$ cat config.mk
export PLATFORM = sky130hd
export DESIGN_NAME = intr_src_bank
export DESIGN_NICKNAME = d
export VERILOG_FILES = /design/src/rtl/intr_src_pkg.sv /design/src/rtl/intr_src_ctrl.sv /design/src/rtl/intr_src_dp.sv /design/src/rtl/intr_src_bank.sv
export SDC_FILE = /design/constraint.sdc
export NUM_CORES = 1
export LEC_CHECK = 0
export BUFFER_PORTS_ARGS = -buffer_cell sky130_fd_sc_hd__buf_2
export CAP_MARGIN = 40
export CELL_PAD_IN_SITES_DETAIL_PLACEMENT = 0
export CELL_PAD_IN_SITES_GLOBAL_PLACEMENT = 1
export CORE_ASPECT_RATIO = 0.9
export CORE_MARGIN = 2
export CORE_UTILIZATION = 42
export CTS_CLUSTER_DIAMETER = 40
export DETAILED_ROUTE_END_ITERATION = 12
export GPL_ROUTABILITY_DRIVEN = 1
export PLACE_DENSITY_LB_ADDON = 0.1
export SYNTH_ARGS = -nofsm -noshare
export SYNTH_HDL_FRONTEND = slang
export SYNTH_HIERARCHICAL = 1
export SYNTH_SLANG_ARGS = --single-unit
$ cat constraint.sdc
create_clock -name clk -period 5.9 [get_ports clk]
set_input_delay 0.295 -clock clk [delete_from_list [all_inputs] [get_ports clk]]
set_output_delay 0.295 -clock clk [all_outputs]
set_load 0.02 [all_outputs]
$ cat src/rtl/intr_src_pkg.sv
package intr_src_pkg;
  localparam int NUM_SRC  = 32;
  localparam int DATA_W   = 32;
  localparam int ADDR_W   = 9;
  localparam int PRIO_W   = 3;
  localparam int EDGE_BIT = 5;
  localparam int IDX_W    = $clog2(NUM_SRC);

  localparam logic [ADDR_W-1:0] A_PEND     = 9'h10C;
  localparam logic [ADDR_W-1:0] A_MASK     = 9'h110;
  localparam logic [ADDR_W-1:0] A_MASK_SET = 9'h120;
  localparam logic [ADDR_W-1:0] A_MASK_CLR = 9'h124;
  localparam logic [ADDR_W-1:0] A_PEND_CLR = 9'h128;
  localparam logic [ADDR_W-1:0] A_PEND_SET = 9'h12C;
  localparam logic [ADDR_W-1:0] A_FAST_SET = 9'h140;
  localparam logic [ADDR_W-1:0] A_FAST_CLR = 9'h144;
  localparam logic [ADDR_W-1:0] A_FAST     = 9'h148;

  typedef enum logic [2:0] {
    RD_NONE, RD_MODE, RD_PEND, RD_MASK, RD_FAST
  } rdSel_e;

  typedef struct packed {
    logic             modeWr;
    logic [IDX_W-1:0] idx;
    logic             maskSet;
    logic             maskClr;
    logic             pendClr;
    logic             pendSet;
    logic             fastSet;
    logic             fastClr;
  } cmdStrobe_t;
endpackage

$ cat src/rtl/intr_src_ctrl.sv
module intr_src_ctrl
  import intr_src_pkg::*;
#(
  parameter int N_SRC = NUM_SRC,
  parameter int AW    = ADDR_W
) (
  input  logic          wrEn,
  input  logic [AW-1:0] addr,
  output cmdStrobe_t    stb,
  output rdSel_e        rdSel
);
  localparam int REGION_LSB = IDX_W + 2;

  logic inModeRegion;
  logic [IDX_W-1:0] wordIdx;

  assign wordIdx = addr[IDX_W+1:2];
  // Mode words sit in the first N_SRC aligned words.
  assign inModeRegion = (addr[AW-1:REGION_LSB] == '0) && (addr[1:0] == 2'b00)
                        && (int'(wordIdx) < N_SRC);

  always_comb begin
    stb         = '0;
    stb.idx     = wordIdx;
    stb.modeWr  = wrEn && inModeRegion;
    stb.maskSet = wrEn && (addr == A_MASK_SET);
    stb.maskClr = wrEn && (addr == A_MASK_CLR);
    stb.pendClr = wrEn && (addr == A_PEND_CLR);
    stb.pendSet = wrEn && (addr == A_PEND_SET);
    stb.fastSet = wrEn && (addr == A_FAST_SET);
    stb.fastClr = wrEn && (addr == A_FAST_CLR);
  end

  always_comb begin
    if (inModeRegion)        rdSel = RD_MODE;
    else if (addr == A_PEND) rdSel = RD_PEND;
    else if (addr == A_MASK) rdSel = RD_MASK;
    else if (addr == A_FAST) rdSel = RD_FAST;
    else                     rdSel = RD_NONE;
  end
endmodule

$ cat src/rtl/intr_src_dp.sv
module intr_src_dp
  import intr_src_pkg::*;
#(
  parameter int N_SRC = NUM_SRC,
  parameter int DW    = DATA_W,
  parameter int PW    = PRIO_W
) (
  input  logic              clk,
  input  logic              rstN,
  input  logic [N_SRC-1:0]  irqLines,
  input  logic [DW-1:0]     wrData,
  input  cmdStrobe_t        stb,
  input  rdSel_e            rdSel,
  output logic [DW-1:0]     rdData,
  output logic [N_SRC-1:0]  pendOut,
  output logic [N_SRC-1:0]  maskOut,
  output logic [N_SRC-1:0]  fastOut,
  output logic [N_SRC*PW-1:0] prioOut,
  output logic [N_SRC-1:0]  edgeOut,
  output logic [N_SRC-1:0]  lineQ
);
  logic [N_SRC-1:0] pendQ, maskQ, fastQ, edgeQ, pendNxt;
  logic [PW-1:0]    prioQ [N_SRC];
  logic [N_SRC-1:0] cmdBits;

  assign cmdBits = wrData[N_SRC-1:0];

  always_ff @(posedge clk) begin
    if (!rstN) lineQ <= '0;
    else       lineQ <= irqLines;
  end

  for (genvar i = 0; i < N_SRC; i++) begin : g_src
    logic nxtBit;
    always_comb begin
      nxtBit = pendQ[i];
      if (stb.pendClr && edgeQ[i] && cmdBits[i]) nxtBit = 1'b0;
      if (stb.pendSet && edgeQ[i] && cmdBits[i]) nxtBit = 1'b1;
      // The sampled line is applied last, so a set from the line overrides a command.
      if (lineQ[i])       nxtBit = 1'b1;
      else if (!edgeQ[i]) nxtBit = 1'b0;
    end
    assign pendNxt[i] = nxtBit;

    always_ff @(posedge clk) begin
      if (!rstN) begin
        prioQ[i] <= '0;
        edgeQ[i] <= 1'b0;
      end else if (stb.modeWr && (int'(stb.idx) == i)) begin
        prioQ[i] <= wrData[PW-1:0];
        edgeQ[i] <= wrData[EDGE_BIT];
      end
    end

    assign prioOut[i*PW +: PW] = prioQ[i];
  end

  always_ff @(posedge clk) begin
    if (!rstN) begin
      pendQ <= '0;
      maskQ <= '0;
      fastQ <= '0;
    end else begin
      pendQ <= pendNxt;
      if (stb.maskSet)      maskQ <= maskQ | cmdBits;
      else if (stb.maskClr) maskQ <= maskQ & ~cmdBits;
      if (stb.fastSet)      fastQ <= fastQ | cmdBits;
      else if (stb.fastClr) fastQ <= fastQ & ~cmdBits;
    end
  end

  always_comb begin
    rdData = '0;
    unique case (rdSel)
      RD_MODE: begin
        rdData[PW-1:0]   = prioQ[stb.idx];
        rdData[EDGE_BIT] = edgeQ[stb.idx];
      end
      RD_PEND: rdData[N_SRC-1:0] = pendQ;
      RD_MASK: rdData[N_SRC-1:0] = maskQ;
      RD_FAST: rdData[N_SRC-1:0] = fastQ;
      default: rdData = '0;
    endcase
  end

  assign pendOut = pendQ;
  assign maskOut = maskQ;
  assign fastOut = fastQ;
  assign edgeOut = edgeQ;
endmodule

$ cat src/rtl/intr_src_bank.sv
module intr_src_bank
  import intr_src_pkg::*;
(
  input  logic                  clk,
  input  logic                  rstN,
  input  logic [NUM_SRC-1:0]    irqLines,
  input  logic                  wrEn,
  input  logic [ADDR_W-1:0]     addr,
  input  logic [DATA_W-1:0]     wrData,
  output logic [DATA_W-1:0]     rdData,
  output logic [NUM_SRC-1:0]    pendOut,
  output logic [NUM_SRC-1:0]    maskOut,
  output logic [NUM_SRC-1:0]    fastOut,
  output logic [NUM_SRC*PRIO_W-1:0] prioOut,
  output logic [NUM_SRC-1:0]    edgeOut,
  output logic [NUM_SRC-1:0]    lineQ
);
  cmdStrobe_t stb;
  rdSel_e     rdSel;

  intr_src_ctrl #(.N_SRC(NUM_SRC), .AW(ADDR_W)) u_ctrl (
    .wrEn (wrEn),
    .addr (addr),
    .stb  (stb),
    .rdSel(rdSel)
  );

  intr_src_dp #(.N_SRC(NUM_SRC), .DW(DATA_W), .PW(PRIO_W)) u_dp (
    .clk     (clk),
    .rstN    (rstN),
    .irqLines(irqLines),
    .wrData  (wrData),
    .stb     (stb),
    .rdSel   (rdSel),
    .rdData  (rdData),
    .pendOut (pendOut),
    .maskOut (maskOut),
    .fastOut (fastOut),
    .prioOut (prioOut),
    .edgeOut (edgeOut),
    .lineQ   (lineQ)
  );
endmodule

==> Word-level counts from Yosys, hierarchy flattened <==
Memories as Yosys holds them, arrays and structs flattened.
Index checks and enable logic that the tools add are counted.
{ "word_totals": {"out_inout_bits": 288, "register_bits": 160, "mem_count": 1, "inputBits": 76, "ramBits": 96, "wordCells": 626} }
{ "classes": {"mux": 271, "eq_ne": 76, "n_bitwise": 37, "n_reduce_logical": 173, "n_lt_le_gt_ge": 1} }
{ "memory_table": {"columns": ["name", "depth", "width", "read_ports", "rd_ports_with_merged_regs", "wr", "line_no", "rtl"], "rows": [
  ["u_dp.prioQ", 32, 3, 33, 0, 32, "intr_src_dp.sv:23", "logic [PW-1:0] prioQ [N_SRC];"]
]} }
{ "op_table": {"columns": ["operator", "n"], "rows": [
  ["$mux W1", 226],
  ["$logic_and A1 B1 Y1", 168],
  ["$mux W32", 4],
  ["$ne A4 B3 Y1 const B", 32],
  ["$mux W3", 36],
  ["$eq A9 B9 Y1 const B", 9],
  ["$eq A5 B5 Y1 const B", 16],
  ["$pmux W26 S3", 1],
  ["$and A32 B32 Y32", 2],
  ["$or A32 B32 Y32", 2],
  ["$eq A5 B4 Y1 const B", 8],
  ["$not A32 Y32", 1],
  ["$or A1 B1 Y1", 32],
  ["$eq A5 B3 Y1 const B", 4],
  ["$pmux W3 S4", 1],
  ["$eq A5 B2 Y1 const B", 2],
  ["$eq A3 B2 Y1 const B", 2],
  ["$lt A5 B6 Y1 const B", 1],
  ["$pmux W2 S3", 1],
  ["$bmux W1 S5", 1],
  ["$eq A5 B1 Y1 const B", 1],
  ["$logic_not A5 Y1", 1],
  ["$logic_not A2 Y1", 2],
  ["$pmux W1 S4", 1],
  ["3 further kinds", 4]
]} }

==> Depth between registers and ports, before layout <==
{ "logic_depth": {"ltp_word": 8, "depth_mapped": 9, "depth_no_buf": 7} }

==> Hierarchy <==
Netlist, hierarchy kept.
{ "by_module_without_submodules": {"columns": ["mod", "cells_per_inst", "seq_area_each_um2", "area_per_inst_um2", "n_inst"], "rows": [
  ["intr_src_dp", 1198, 6085.8, 11627.4, 1],
  ["intr_src_ctrl", 29, 0.0, 237.7, 1]
]} }

==> Worst setup path after synthesis <==
No wires, ideal clock.
{ "synth_timing": {"path_kind": "input -> output", "start": "input addr[6]", "end": "output rdData[16]", "required_ns": 5.605, "slack_ns": 3.144, "t_arrival_ns": 2.461, "path_stages": 7, "cell_sequence": "or4b_4 -> a2111oi_4 -> nor2b_1 -> clkbuf_1 -> clkbuf_1 -> a22oi_1 -> o21ai_0"} }
{ "synth_between": {"elab_cells_between_ends": 11} }
{ "synth_lines": {"columns": ["element", "line_no", "rtl"], "rows": [
  ["start, declared", "intr_src_bank.sv:8", "input logic [ADDR_W-1:0] addr,"],
  ["$eq A9 B9 Y1", "intr_src_ctrl.sv:37", "else if (addr == A_MASK) rdSel = RD_MASK;"],
  ["$mux W3", "intr_src_ctrl.sv:37", null],
  ["$mux W3 *", "intr_src_ctrl.sv:36", "else if (addr == A_PEND) rdSel = RD_PEND;"],
  ["$mux W3 *", "intr_src_ctrl.sv:35", "if (inModeRegion) rdSel = RD_MODE;"],
  ["via rdSel[1]", "intr_src_bank.sv:19", "rdSel_e rdSel;"],
  ["$eq A3 B3 Y1 / $eq A3 B2 Y1 (equally long branches)", "intr_src_dp.sv:74", "unique case (rdSel)"],
  ["$pmux W26 S3 *", "intr_src_dp.sv:74", null],
  ["end, declared", "intr_src_bank.sv:10", "output logic [DATA_W-1:0] rdData,"]
]} }
Mark *: on every way through the listed nets, which the timed path passes. The rest lies on a longest branch.

==> Final worst setup path <==
{ "layout_timing": {"start": "input addr[5]", "end": "output rdData[2]"} }
{ "layout_between": {"elab_cells_between_ends": 13} }
{ "layout_lines": {"columns": ["element", "line_no"], "rows": [
  ["$eq A9 B9 Y1", "intr_src_ctrl.sv:37"],
  ["$mux W3", "intr_src_ctrl.sv:37"],
  ["$mux W3 *", "intr_src_ctrl.sv:36"],
  ["$mux W3 *", "intr_src_ctrl.sv:35"],
  ["via rdSel[1]", "intr_src_bank.sv:19"],
  ["$eq A3 B3 Y1, or another cell as far along", "intr_src_dp.sv:74"],
  ["$pmux W3 S4 *", "intr_src_dp.sv:74"]
]} }
Marks and branches as above.

==> impl_metrics.yaml <==
logic_synthesis:
  synth_nets: 1303
  synthDistinctLibCells: 46
  yosys_most_used_dff: "dfxtp_1"
  syn_inst: 1227
  yosysMostFrequentCell: "nand2_1"
  ys_seq_elements: 256
  syn_area_mm2: 0.0119
  synth_top_area_share_pct: 27.0
  synth-warning-count: 6
  synth_top_area_cell: "dfxtp_1"
  synth_commonest_cells: "168 x nand2_1, 160 x dfxtp_1, 125 x nor2_1"
  synth.area.top_cells: "dfxtp_1 27%, edfxtp_1 24%, a22oi_1 6.3%"
  postSynthAreaPerCell_um2: 9.67
  synth-seq-area-share_pct: 51.3
  synth_edf_count: 96
  synthArstFlopShare_pct: 0
routing:
  routed_wl_mm: 41.6
  dr.pass1.iters: 5
  routed-via-count: 10800
  viasPerCell: 5.52
  ant_nets: 0
  wl_per_cell_um: 21.2
  first_iter_violations: 965
  drc: 0
layout:
  drive_gt1_share_pct: 30.5
  areaGrowthSynthToFinish_pct: 30.4
  stdcell_area_mm2: 0.0155
  post-route-util_pct: 55.5
  nets: 1641
timing:
  report.final.slew_viol_count: 0
  slew_headroom_pct: 40.3
  fmax_mhz: 255
  holdWs_ns: 0.0142
  worst_pin_slew_ns: 0.894
  setup_tns_ns: 0
  rsz0062_at_grt: "false"
  period_needed_ns: 3.92
  period_share_pct: 66.4
  setup_viol: 0
  finalClockSkew_ns: 0.0141
  hold_viol_final: 0
floorplanning:
  die_x_um: 181
  ioPinCount: 364
  rows: 58
  start_util_pct: 42.6
  die_area_mm2: 0.0296
  die_height_um: 163
  coreArea_mm2: 0.0279
status:
  status: "finished clean"
power_and_ir_drop:
  leakage_nw: 6.00
  irDropWorstVdd_mv: 0.197
  cellPowerDensity_mw_per_mm2: 300
setup_path:
  cp_data_arrival_time_ns: 3.62
  end_kind: "output pin"
  cp.required_ns: 5.61
  worstPathMaxFanout: 36
  startpoint_type: "primary input"
  path_class: "primary input to output pin"
clocking:
  htreeDepth: 2
  cts_root_buf: "clkbuf_16"
  clk_path_buf_depth: 3
  cts.clk_slew.worst_paths_ns: 0.05
  clock-sinks: 256
  clk_latency_ns: 0.51
  numCtsBuffers: 39
  cts_tree: "yes"
job:
  cap_violations: 0
placed_design:
  hpwlAfterDp_mm: 29.3
  dpl_cell_area_mm2: 0.0138
  portBuffers: 363
  gp_congestion: 0.850
global_route:
  groute.usage.overall_pct: 26.5
  grt_pass1_wl_mm: 60.2
  grt_pass1_vias: 9970
  antenna_found_initial: 4
  grt_max_degree: 94
  grt_remaining_overflow: 0
worst_hold_path:
  hold_path_class: "primary input to flop"
==> path summary, 6_finish.rpt <==
kind / depth (start not counted) / startpoint / slack [ns] / to
hold reg to reg: 2 / u_dp/lineQ[25] / 0.48 / u_dp/pendOut[25]
setup / recovery: 10 / addr[5] / 1.98 / rdData[2]
setup reg to reg: 2 / u_dp/edgeOut[10] / 4.98 / u_dp/edgeOut[10]
hold / removal: 2 / irqLines[9] / 0.01 / u_dp/lineQ[9]
==> where the power goes <==
part           leakage [nW]  internal [mW]  switching [mW]
registers              2.21           1.89          0.0386
clock network         0.640           1.50           0.830
logic                  3.15          0.142           0.237
total                  6.00           3.53            1.11
==> placed cells by master (no fill, tap or decap), drive strengths merged, types with 23 or more instances in the layout <==
cell / instances
a21boi: 29
o21ai: 89
nor2: 126
dlygate4sd3: 31
mux2i: 23
and2: 34
nand2: 168
a22o: 34
a22oi: 99
dfxtp: 160
nor2b: 108
a21oi: 33
clkbuf: 46
edfxtp: 96
buf: 384
==> final cells by class <==
cell class / count / area, um2
clock buffers: 46 / 1010
inverters: 2 / 7.51
fillers: 2565 / 12400
flip-flops and latches: 256 / 6090
well taps: 360 / 450
repair buffers: 415 / 2330
multi-input cells: 851 / 5260
clock inverters: 25 / 312
diodes: 3 / 7.51
==> routing by layer <==
layer / track usage [%] / share of wire (%)
met4: 8.09 / 2.3
met5: 0 / 0.031
met1: 35.7 / 43
met3: 5.42 / 7.7
met2: 43.1 / 47
==> what timing repair did <==
item,4_1_cts,5_1_grt
setup buffers,0,0
endpoints found under the hold margin,31,0
hold buffers,31,0
gates resized for setup,0,0
==> per-stage QoR <==
stage | total power [mW] | setup WS (ns) | std cells
final | 4.64 | 1.98 | 1958
after global placement | 2.32 | 2.04 | 1846
after global routing | 4.78 | 1.78 | 1957
after CTS | 4.67 | 1.94 | 1955
after floorplan | 2.18 | 3.14 | 1227
after detailed placement | 2.32 | 1.98 | 1853
==> worst max-delay path, stage by stage <==
cell	delay, ns
buf_2	0.38
or4b_4	0.65
a2111oi_4	0.49
nor2b_4	0.22
buf_4	0.37
and2_1	0.46
buf_4	0.35
nand2_1	0.09
o211ai_1	0.09
buf_2	0.19
==> kinds of logic after synthesis <==
kind of cell    synth area share (%)
mux                             6.50
compound gates                  16.8
simple gates                    20.5
flops                           51.3
buf+inv                         4.89
Note: power is estimated with default switching activity, not from simulation.
